==> src/rtl/i2c_tgt_pkg.sv <==
package i2c_tgt_pkg;

    localparam int ADDR_W    = 7;
    localparam int BYTE_W    = 8;
    localparam int NUM_SLOTS = 4;

    typedef enum logic [2:0] {
        ST_IDLE,
        ST_ADDR,
        ST_ADDR_ACK,
        ST_WR_BYTE,
        ST_WR_ACK,
        ST_RD_BYTE,
        ST_RD_ACK,
        ST_IGNORE
    } tgt_state_e;

endpackage

==> src/rtl/i2c_line_sync.sv <==
// Synchronizes SCL/SDA and derives edge and bus-condition events.
module i2c_line_sync #(
    parameter int STAGES = 2
) (
    input  logic clk,
    input  logic rst_n,
    input  logic scl_i,
    input  logic sda_i,
    output logic scl_s,
    output logic sda_s,
    output logic scl_rise,
    output logic scl_fall,
    output logic start_det,
    output logic stop_det
);
    logic [STAGES-1:0] scl_pipe;
    logic [STAGES-1:0] sda_pipe;
    logic              scl_d;
    logic              sda_d;

    // Idle bus is high, so reset everything to 1.
    always_ff @(posedge clk or negedge rst_n) begin
        if (!rst_n) begin
            scl_pipe <= '1;
            sda_pipe <= '1;
            scl_d    <= 1'b1;
            sda_d    <= 1'b1;
        end else begin
            scl_pipe <= {scl_pipe[STAGES-2:0], scl_i};
            sda_pipe <= {sda_pipe[STAGES-2:0], sda_i};
            scl_d    <= scl_pipe[STAGES-1];
            sda_d    <= sda_pipe[STAGES-1];
        end
    end

    always_comb begin
        scl_s     = scl_pipe[STAGES-1];
        sda_s     = sda_pipe[STAGES-1];
        scl_rise  = scl_s & ~scl_d;
        scl_fall  = ~scl_s & scl_d;
        start_det = scl_s & scl_d & sda_d & ~sda_s;
        stop_det  = scl_s & scl_d & ~sda_d & sda_s;
    end

endmodule

==> src/rtl/i2c_addr_match.sv <==
// Masked comparison against all slots with a lowest-index priority pick.
module i2c_addr_match #(
    parameter int NUM_SLOTS = 4,
    parameter int ADDR_W    = 7,
    localparam int IDX_W    = (NUM_SLOTS > 1) ? $clog2(NUM_SLOTS) : 1
) (
    input  logic [ADDR_W-1:0]           addr,
    input  logic [NUM_SLOTS*ADDR_W-1:0] slot_addr,
    input  logic [NUM_SLOTS*ADDR_W-1:0] slot_mask,
    input  logic [NUM_SLOTS-1:0]        slot_en,
    output logic                        hit_any,
    output logic [IDX_W-1:0]            hit_idx
);
    logic [NUM_SLOTS-1:0] hit_vec;
    logic [NUM_SLOTS-1:0] below_idx;

    for (genvar g = 0; g < NUM_SLOTS; g++) begin : g_slot
        logic [ADDR_W-1:0] diff;
        assign diff       = (addr ^ slot_addr[g*ADDR_W +: ADDR_W]) & ~slot_mask[g*ADDR_W +: ADDR_W];
        assign hit_vec[g] = slot_en[g] & (diff == '0);
    end

    always_comb begin
        hit_idx = '0;
        for (int i = NUM_SLOTS - 1; i >= 0; i--) begin
            if (hit_vec[i]) hit_idx = IDX_W'(i);
        end
        hit_any   = |hit_vec;
        below_idx = (NUM_SLOTS'(1) << hit_idx) - NUM_SLOTS'(1);
        if (hit_any) begin
            AST_PICKED_SLOT_HITS: assert (hit_vec[hit_idx]);
            AST_NO_LOWER_HIT: assert ((hit_vec & below_idx) == '0);
        end
    end

endmodule

==> src/rtl/i2c_bus_watchdog.sv <==
// Counts clocks with SCL held low during an active transfer.
module i2c_bus_watchdog #(
    parameter int CNT_W = 14
) (
    input  logic clk,
    input  logic rst_n,
    input  logic active,
    input  logic scl_s,
    input  logic scl_edge,
    output logic timeout
);
    localparam logic [CNT_W-1:0] TERM = '1;

    logic [CNT_W-1:0] cnt;

    always_ff @(posedge clk or negedge rst_n) begin
        if (!rst_n) begin
            cnt     <= '0;
            timeout <= 1'b0;
        end else begin
            timeout <= 1'b0;
            if (!active || scl_edge || scl_s) begin
                cnt <= '0;
            end else if (cnt == TERM) begin
                cnt     <= '0;
                timeout <= 1'b1;
            end else begin
                cnt <= cnt + 1'b1;
            end
        end
    end

    AST_TO_SINGLE_PULSE: assert property (@(posedge clk) disable iff (!rst_n)
        timeout |=> !timeout);

    AST_TO_ONLY_SCL_LOW: assert property (@(posedge clk) disable iff (!rst_n)
        timeout |-> $past(!scl_s));

endmodule

==> src/rtl/i2c_tgt_masked.sv <==
module i2c_tgt_masked
    import i2c_tgt_pkg::*;
#(
    parameter int N_SLOTS     = NUM_SLOTS,
    parameter int A_W         = ADDR_W,
    parameter int TO_BITS     = 14,
    parameter int SYNC_STAGES = 2,
    localparam int IDX_W      = (N_SLOTS > 1) ? $clog2(N_SLOTS) : 1
) (
    input  logic                     clk,
    input  logic                     rst_n,
    input  logic                     scl_i,
    input  logic                     sda_i,
    output logic                     sda_oe,
    input  logic [N_SLOTS*A_W-1:0]   slot_addr,
    input  logic [N_SLOTS*A_W-1:0]   slot_mask,
    input  logic [N_SLOTS-1:0]       slot_en,
    output logic [BYTE_W-1:0]        rx_data,
    output logic                     rx_valid,
    input  logic [BYTE_W-1:0]        tx_data,
    output logic                     tx_req,
    output logic                     match_valid,
    output logic [IDX_W-1:0]         match_slot,
    output logic                     match_rw,
    output logic                     timeout_pulse
);
    localparam logic [3:0] LAST_BIT = 4'(BYTE_W);

    tgt_state_e state_q, state_d;

    logic              scl_s, sda_s, scl_rise, scl_fall, start_det, stop_det;
    logic              hit_any;
    logic [IDX_W-1:0]  hit_idx;
    logic [3:0]        bit_cnt;
    logic [BYTE_W-1:0] sh_rx;
    logic [BYTE_W-1:0] sh_tx;
    logic              rw_q;
    logic              host_ack;
    logic              byte_end;

    i2c_line_sync #(.STAGES(SYNC_STAGES)) u_sync (
        .clk       (clk),
        .rst_n     (rst_n),
        .scl_i     (scl_i),
        .sda_i     (sda_i),
        .scl_s     (scl_s),
        .sda_s     (sda_s),
        .scl_rise  (scl_rise),
        .scl_fall  (scl_fall),
        .start_det (start_det),
        .stop_det  (stop_det)
    );

    i2c_addr_match #(.NUM_SLOTS(N_SLOTS), .ADDR_W(A_W)) u_match (
        .addr      (sh_rx[BYTE_W-1:1]),
        .slot_addr (slot_addr),
        .slot_mask (slot_mask),
        .slot_en   (slot_en),
        .hit_any   (hit_any),
        .hit_idx   (hit_idx)
    );

    i2c_bus_watchdog #(.CNT_W(TO_BITS)) u_wdog (
        .clk      (clk),
        .rst_n    (rst_n),
        .active   (state_q != ST_IDLE),
        .scl_s    (scl_s),
        .scl_edge (scl_rise | scl_fall),
        .timeout  (timeout_pulse)
    );

    assign byte_end = scl_fall && (bit_cnt == LAST_BIT);

    // State register
    always_ff @(posedge clk or negedge rst_n) begin
        if (!rst_n) state_q <= ST_IDLE;
        else        state_q <= state_d;
    end

    // Next-state logic; bus conditions and the watchdog take precedence.
    always_comb begin
        state_d = state_q;
        if (timeout_pulse || stop_det) begin
            state_d = ST_IDLE;
        end else if (start_det) begin
            state_d = ST_ADDR;
        end else begin
            unique case (state_q)
                ST_IDLE:     state_d = ST_IDLE;
                ST_ADDR:     if (byte_end) state_d = hit_any ? ST_ADDR_ACK : ST_IGNORE;
                ST_ADDR_ACK: if (scl_fall) state_d = rw_q ? ST_RD_BYTE : ST_WR_BYTE;
                ST_WR_BYTE:  if (byte_end) state_d = ST_WR_ACK;
                ST_WR_ACK:   if (scl_fall) state_d = ST_WR_BYTE;
                ST_RD_BYTE:  if (byte_end) state_d = ST_RD_ACK;
                ST_RD_ACK:   if (scl_fall) state_d = host_ack ? ST_RD_BYTE : ST_IGNORE;
                ST_IGNORE:   state_d = ST_IGNORE;
                default:     state_d = ST_IDLE;
            endcase
        end
    end

    // Shift registers, bit counter and user-side strobes
    always_ff @(posedge clk or negedge rst_n) begin
        if (!rst_n) begin
            bit_cnt     <= '0;
            sh_rx       <= '0;
            sh_tx       <= '1;
            rw_q        <= 1'b0;
            host_ack    <= 1'b0;
            rx_data     <= '0;
            rx_valid    <= 1'b0;
            tx_req      <= 1'b0;
            match_valid <= 1'b0;
            match_slot  <= '0;
            match_rw    <= 1'b0;
        end else begin
            rx_valid    <= 1'b0;
            tx_req      <= 1'b0;
            match_valid <= 1'b0;
            if (timeout_pulse || stop_det || start_det) begin
                bit_cnt <= '0;
            end else begin
                unique case (state_q)
                    ST_ADDR, ST_WR_BYTE: begin
                        if (scl_rise) begin
                            sh_rx   <= {sh_rx[BYTE_W-2:0], sda_s};
                            bit_cnt <= bit_cnt + 1'b1;
                        end
                        if (byte_end) begin
                            if (state_q == ST_ADDR) begin
                                rw_q <= sh_rx[0];
                                if (hit_any) begin
                                    match_valid <= 1'b1;
                                    match_slot  <= hit_idx;
                                    match_rw    <= sh_rx[0];
                                end
                            end else begin
                                rx_data  <= sh_rx;
                                rx_valid <= 1'b1;
                            end
                        end
                    end
                    ST_ADDR_ACK: begin
                        if (scl_fall) begin
                            bit_cnt <= '0;
                            if (rw_q) begin
                                sh_tx  <= tx_data;
                                tx_req <= 1'b1;
                            end
                        end
                    end
                    ST_WR_ACK: begin
                        if (scl_fall) bit_cnt <= '0;
                    end
                    ST_RD_BYTE: begin
                        if (scl_rise) bit_cnt <= bit_cnt + 1'b1;
                        if (scl_fall && bit_cnt != LAST_BIT)
                            sh_tx <= {sh_tx[BYTE_W-2:0], 1'b1};
                    end
                    ST_RD_ACK: begin
                        if (scl_rise) host_ack <= ~sda_s;
                        if (scl_fall && host_ack) begin
                            sh_tx   <= tx_data;
                            tx_req  <= 1'b1;
                            bit_cnt <= '0;
                        end
                    end
                    default: ;
                endcase
            end
        end
    end

    // Open-drain output decode
    always_comb begin
        unique case (state_q)
            ST_ADDR_ACK, ST_WR_ACK: sda_oe = 1'b1;
            ST_RD_BYTE:             sda_oe = ~sh_tx[BYTE_W-1];
            default:                sda_oe = 1'b0;
        endcase
    end

    AST_SDA_STEADY_SCL_HIGH: assert property (@(posedge clk) disable iff (!rst_n)
        (scl_s && $past(scl_s)) |-> $stable(sda_oe));

    AST_STOP_RELEASES: assert property (@(posedge clk) disable iff (!rst_n)
        stop_det |=> (!sda_oe && state_q == ST_IDLE));

    AST_RX_STROBE_ONE: assert property (@(posedge clk) disable iff (!rst_n)
        rx_valid |=> !rx_valid);

    AST_TIMEOUT_IDLE: assert property (@(posedge clk) disable iff (!rst_n)
        timeout_pulse |=> (state_q == ST_IDLE && !sda_oe));

    AST_IGNORE_QUIET: assert property (@(posedge clk) disable iff (!rst_n)
        (state_q == ST_IGNORE) |-> (!rx_valid && !tx_req && !match_valid));

endmodule

==> config.mk <==
export PLATFORM = sky130hd
export DESIGN_NAME = i2c_tgt_masked
export DESIGN_NICKNAME = d
export VERILOG_FILES = /design/src/rtl/i2c_tgt_pkg.sv /design/src/rtl/i2c_line_sync.sv /design/src/rtl/i2c_addr_match.sv /design/src/rtl/i2c_bus_watchdog.sv /design/src/rtl/i2c_tgt_masked.sv
export SDC_FILE = /design/constraint.sdc
export NUM_CORES = 1
export LEC_CHECK = 0
export BUFFER_PORTS_ARGS = -buffer_cell sky130_fd_sc_hd__buf_4
export CORE_MARGIN = 2
export CORE_UTILIZATION = 48
export DETAILED_ROUTE_END_ITERATION = 12
export PLACE_DENSITY = 0.76
export SYNTH_ARGS = -nofsm -noshare
export SYNTH_HDL_FRONTEND = slang
export SYNTH_HIERARCHICAL = 1
export SYNTH_SLANG_ARGS = --single-unit
export TNS_END_PERCENT = 30
==> constraint.sdc <==
create_clock -name clk -period 2.25 [get_ports clk]
set_input_delay 0.1125 -clock clk [delete_from_list [all_inputs] [get_ports clk]]
set_output_delay 0.1125 -clock clk [all_outputs]
set_load 0.05 [all_outputs]
==> impl_metrics.py <==
metrics = {
    "clock_tree": {
        "tritoncts": "done",
        "ctsRootBufferMaster": "clkbuf_8",
        "tritoncts_num_sinks": 60,
        "cts.reportedPaths.clkPinSlew_ns": 0.06,
        "insertion_delay_ns": 0.33,
        "h-tree-depth": 3,
        "cts-root-to-sink-buffers": 2,
        "num_cts_buffers": 9,
    },
    "placed_design": {
        "place.gp.congestion": 0.819,
        "placement.io_buffers": 87,
        "postPlaceCellArea_um2": 4150,
        "place.detailed.hpwl_um": 5280,
    },
    "hold_path": {
        "hold_crit_class": "in2reg",
    },
    "run_status": {
        "outcome": "finished, violations left",
        "violations": "negative setup slack",
    },
    "logic_synthesis": {
        "synthMostInstantiatedCell": "dfrtp_1",
        "syn_nets": 381,
        "synth-xor-area-share": 0.113,
        "mappedNetlistArea_um2": 3390,
        "leading_post_synthesis_cells_by_cell_area": "dfrtp_1 (34%), mux2_2 (12%), dfstp_2 (11%), xnor2_1 (9.3%), buf_6 (3.0%)",
        "number_of_distinct_standard_cells_referenced_by_the_synthesized_netlist": 55,
        "largest_family_of_logic_cells_by_synthesized_area": "simple AND/OR/NAND/NOR gates",
        "number_of_enable_type_register_cells_in_the_synthesized_netlist": 0,
        "yosysTopAreaCellShare": 0.339,
        "syn_inst": 306,
        "synth_compound_area_frac": 0.0945,
        "post_synth.cell_area_avg_um2": 11.1,
        "yosys.area_share.adder": 0.0111,
        "synth-seq-cells": 60,
        "yosys-top-cells-count": "dfrtp_1 (46), xnor2_1 (36), mux2_2 (35)",
        "yosys.area_share.simple": 0.164,
        "synth_async_sr_flop_share": 1.00,
        "synth.area.mux_share": 0.119,
        "synth_area_leader": "dfrtp_1",
        "synth_warnings": 6,
        "ys.flop_type": "dfrtp_1",
        "synth.yosys.seq_area_share": 0.448,
    },
    "detailed_routing": {
        "post_drt_via_cell_ratio": 5.09,
        "wl_um": 7000,
        "initialDrtViolationCount": 131,
        "route.vias.total": 2584,
        "routed_wire_length_per_instance_um": 13.8,
        "drc": 0,
        "drt.antenna.violating_nets": 0,
        "drt-pass1-iter-count": 4,
    },
    "grt": {
        "grt_max_degree": 61,
        "antenna_found_initial": 0,
        "gr-total-overflow": 0,
        "gr-usage-all-layers": 0.191,
        "vias_in_the_first_global_route": 2464,
        "first_pass_grt_wire_length_um": 11400,
    },
    "setup_path": {
        "critPathCaptureType": "register",
        "crit_path_start_kind": "register",
        "cp.arrival_ns": 2.51,
        "setup.worst_path.class": "reg2reg",
        "critical_path_peak_fanout": 4,
        "worst_ep_required_time_ns": 2.51,
    },
    "finish": {
        "num-nets-final": 482,
        "design_area_um2": 4410,
        "proportion_of_layout_cells_with_a_drive_suffix_above_1": 0.478,
        "insertedDiodeCount": 0,
        "area_growth_syn_to_layout_pct": 30.0,
        "utilization": 0.645,
        "fillerInstances": 562,
    },
    "floorplanning": {
        "die_w_um": 88.1,
        "floorplan.die_area_um2": 7750,
        "num_rows": 30,
        "floorplan.io_pins": 88,
        "die-height_um": 88.1,
        "initial_core_util": 0.496,
        "design.core.area_um2": 6830,
    },
    "pwr": {
        "pwr_density_cell_nw_per_um2": 867,
        "worst_ir_drop_vdd_uv": 363,
        "cellLeakagePower_nw": 2.01,
    },
    "timing": {
        "achievable-frequency_mhz": 443,
        "finalHoldViolCount": 0,
        "final.setup.tns_ns": -0.00569,
        "grt_setup_unrepaired": "yes",
        "setup_viol": 1,
        "final_critical_path_setup_slack_ns": -0.00569,
        "slew-limit-headroom": 0.512,
        "timing.hold.ws_ns": 0.101,
        "finalWorstPathRequiredPeriod_ns": 2.26,
        "final_cycle_share": 1.00,
        "final-max-slew-violation-count": 0,
        "pin_slew_with_the_least_headroom_to_its_limit_ns": 0.732,
        "fin_skew_ns": 0.00667,
    },
    "job": {
        "maxCapViolations": 0,
    },
}
==> through the flow <==
step / worst slack [ns] / std cells / total power [W]
detailed placement: -0.0352 / 488 / 0.00292
global placement: -0.00537 / 488 / 0.00288
floorplan: 0.0434 / 306 / 0.00261
global route: -0.0939 / 508 / 0.00407
CTS: 0.000593 / 507 / 0.00384
finish: -0.00569 / 508 / 0.00382
==> critical path, stage by stage (launching register included) <==
cell and delay, ns:
dfrtp_2 0.46, buf_4 0.17, xnor2_1 0.11, o22ai_1 0.16, nor4_1 0.10, nor2_1 0.12, nand2_2 0.08, or4b_4 0.49
a311oi_2 0.29, a21oi_1 0.11, nor2_1 0.09
==> cells in the final DEF (no fill, tap or decap), types with 2 or more instances in the layout <==
cell type      count
buf_4            105
inv_1              9
nor3_2             2
xnor2_2            3
nand3_1            9
nand4_1            2
nor2_1            27
a21oi_1            6
clkinv_2           2
nor2b_1            5
o21ai_0            3
and4b_1            2
ha_1               3
nand2b_1           4
nor4_4             2
xor2_1             2
o21a_1             2
clkbuf_1           2
clkbuf_8          12
o21ai_1            3
mux2_2            35
o22ai_2            2
dfrtp_2            5
dfstp_2           14
nand2_1           15
dfrtp_1           41
and3_1             2
xnor2_1           36
nor3_1             4
o21bai_1           2
dlygate4sd3_1      3
nor4_1             3
a31oi_1            3
a22o_1             2
o22ai_1           12
nand3_2            2
==> worst paths after layout <==
kind                                    startpoint                  to  cells past startpoint  slack [ns]
worst min register to register  u_sync/sda_pipe[0]  u_sync/sda_pipe[1]                      0        0.37
max in group asynchronous                    rst_n            sh_rx[4]                      2        1.34
worst max-delay path                      sh_rx[4]          state_q[0]                     10      -0.006
worst max register to register            sh_rx[4]          state_q[0]                     10      -0.006
min in group asynchronous                    rst_n       u_wdog/cnt[7]                      2        0.39
worst min-delay path                    tx_data[0]            sh_tx[0]                      3        0.10
==> cell type report <==
| class | count | area [um2] | area share |
|---|---|---|---|
| inverter | 9 | 33.8 | 0.00766 |
| clock buffer | 14 | 173 | 0.0392 |
| timing repair buffer | 108 | 818 | 0.186 |
| tap | 96 | 120 | 0.0272 |
| multi-input combinational | 219 | 1730 | 0.392 |
| sequential | 60 | 1530 | 0.346 |
| clock inverter | 2 | 10.0 | 0.00227 |
==> layer usage <==
layer | part of all wire | vias to the layer above | GRT usage
met5 | 0 | - | 0
met4 | 0.017 | 0 | 0.0689
met3 | 0.065 | 13 | 0.0622
met2 | 0.49 | 64 | 0.313
met1 | 0.43 | 1232 | 0.238
li1 | - | 1275 | -
==> state kept, by name, indices dropped and copies added (netlist names) <==
| signal | cells |
|---|---|
| u_wdog/cnt | 14 |
| rx_data | 8 |
| sh_rx | 8 |
| sh_tx | 8 |
| bit_cnt | 4 |
| state_q | 3 |
| match_slot | 2 |
| u_sync/scl_pipe | 2 |
| u_sync/sda_pipe | 2 |
| host_ack | 1 |
| match_rw | 1 |
| match_valid | 1 |
| rw_q | 1 |
| rx_valid | 1 |
| tx_req | 1 |
| u_sync/scl_d | 1 |
| u_sync/sda_d | 1 |
| u_wdog/timeout | 1 |
==> cells by family after synthesis <==
family,Yosys count
buffers and inverters,27
XOR/XNOR,41
multiplexers,36
flip-flops,60
adder cells (fa/ha/maj),3
AND/OR/NAND/NOR,93
AO/OA/AOI/OAI,46
==> power breakdown <==
group          leakage (nW)  total (W)  internal [W]  switching, W
combinational          1.15    0.00137      0.000755      0.000614
sequential            0.764    0.00157       0.00131      0.000261
clock                0.0965   0.000877      0.000487      0.000390
total                  2.01    0.00382       0.00255       0.00127
==> repair_timing <==
item / CTS / global route
resized for setup: 7 / 5
endpoints found under the setup margin: 1 / 3
hold endpoints to repair: 48 / 0
setup buffers: 0 / 1
hold buffers: 3 / 0
pin swaps: 0 / 4
Power figures use the tool's default switching activity.
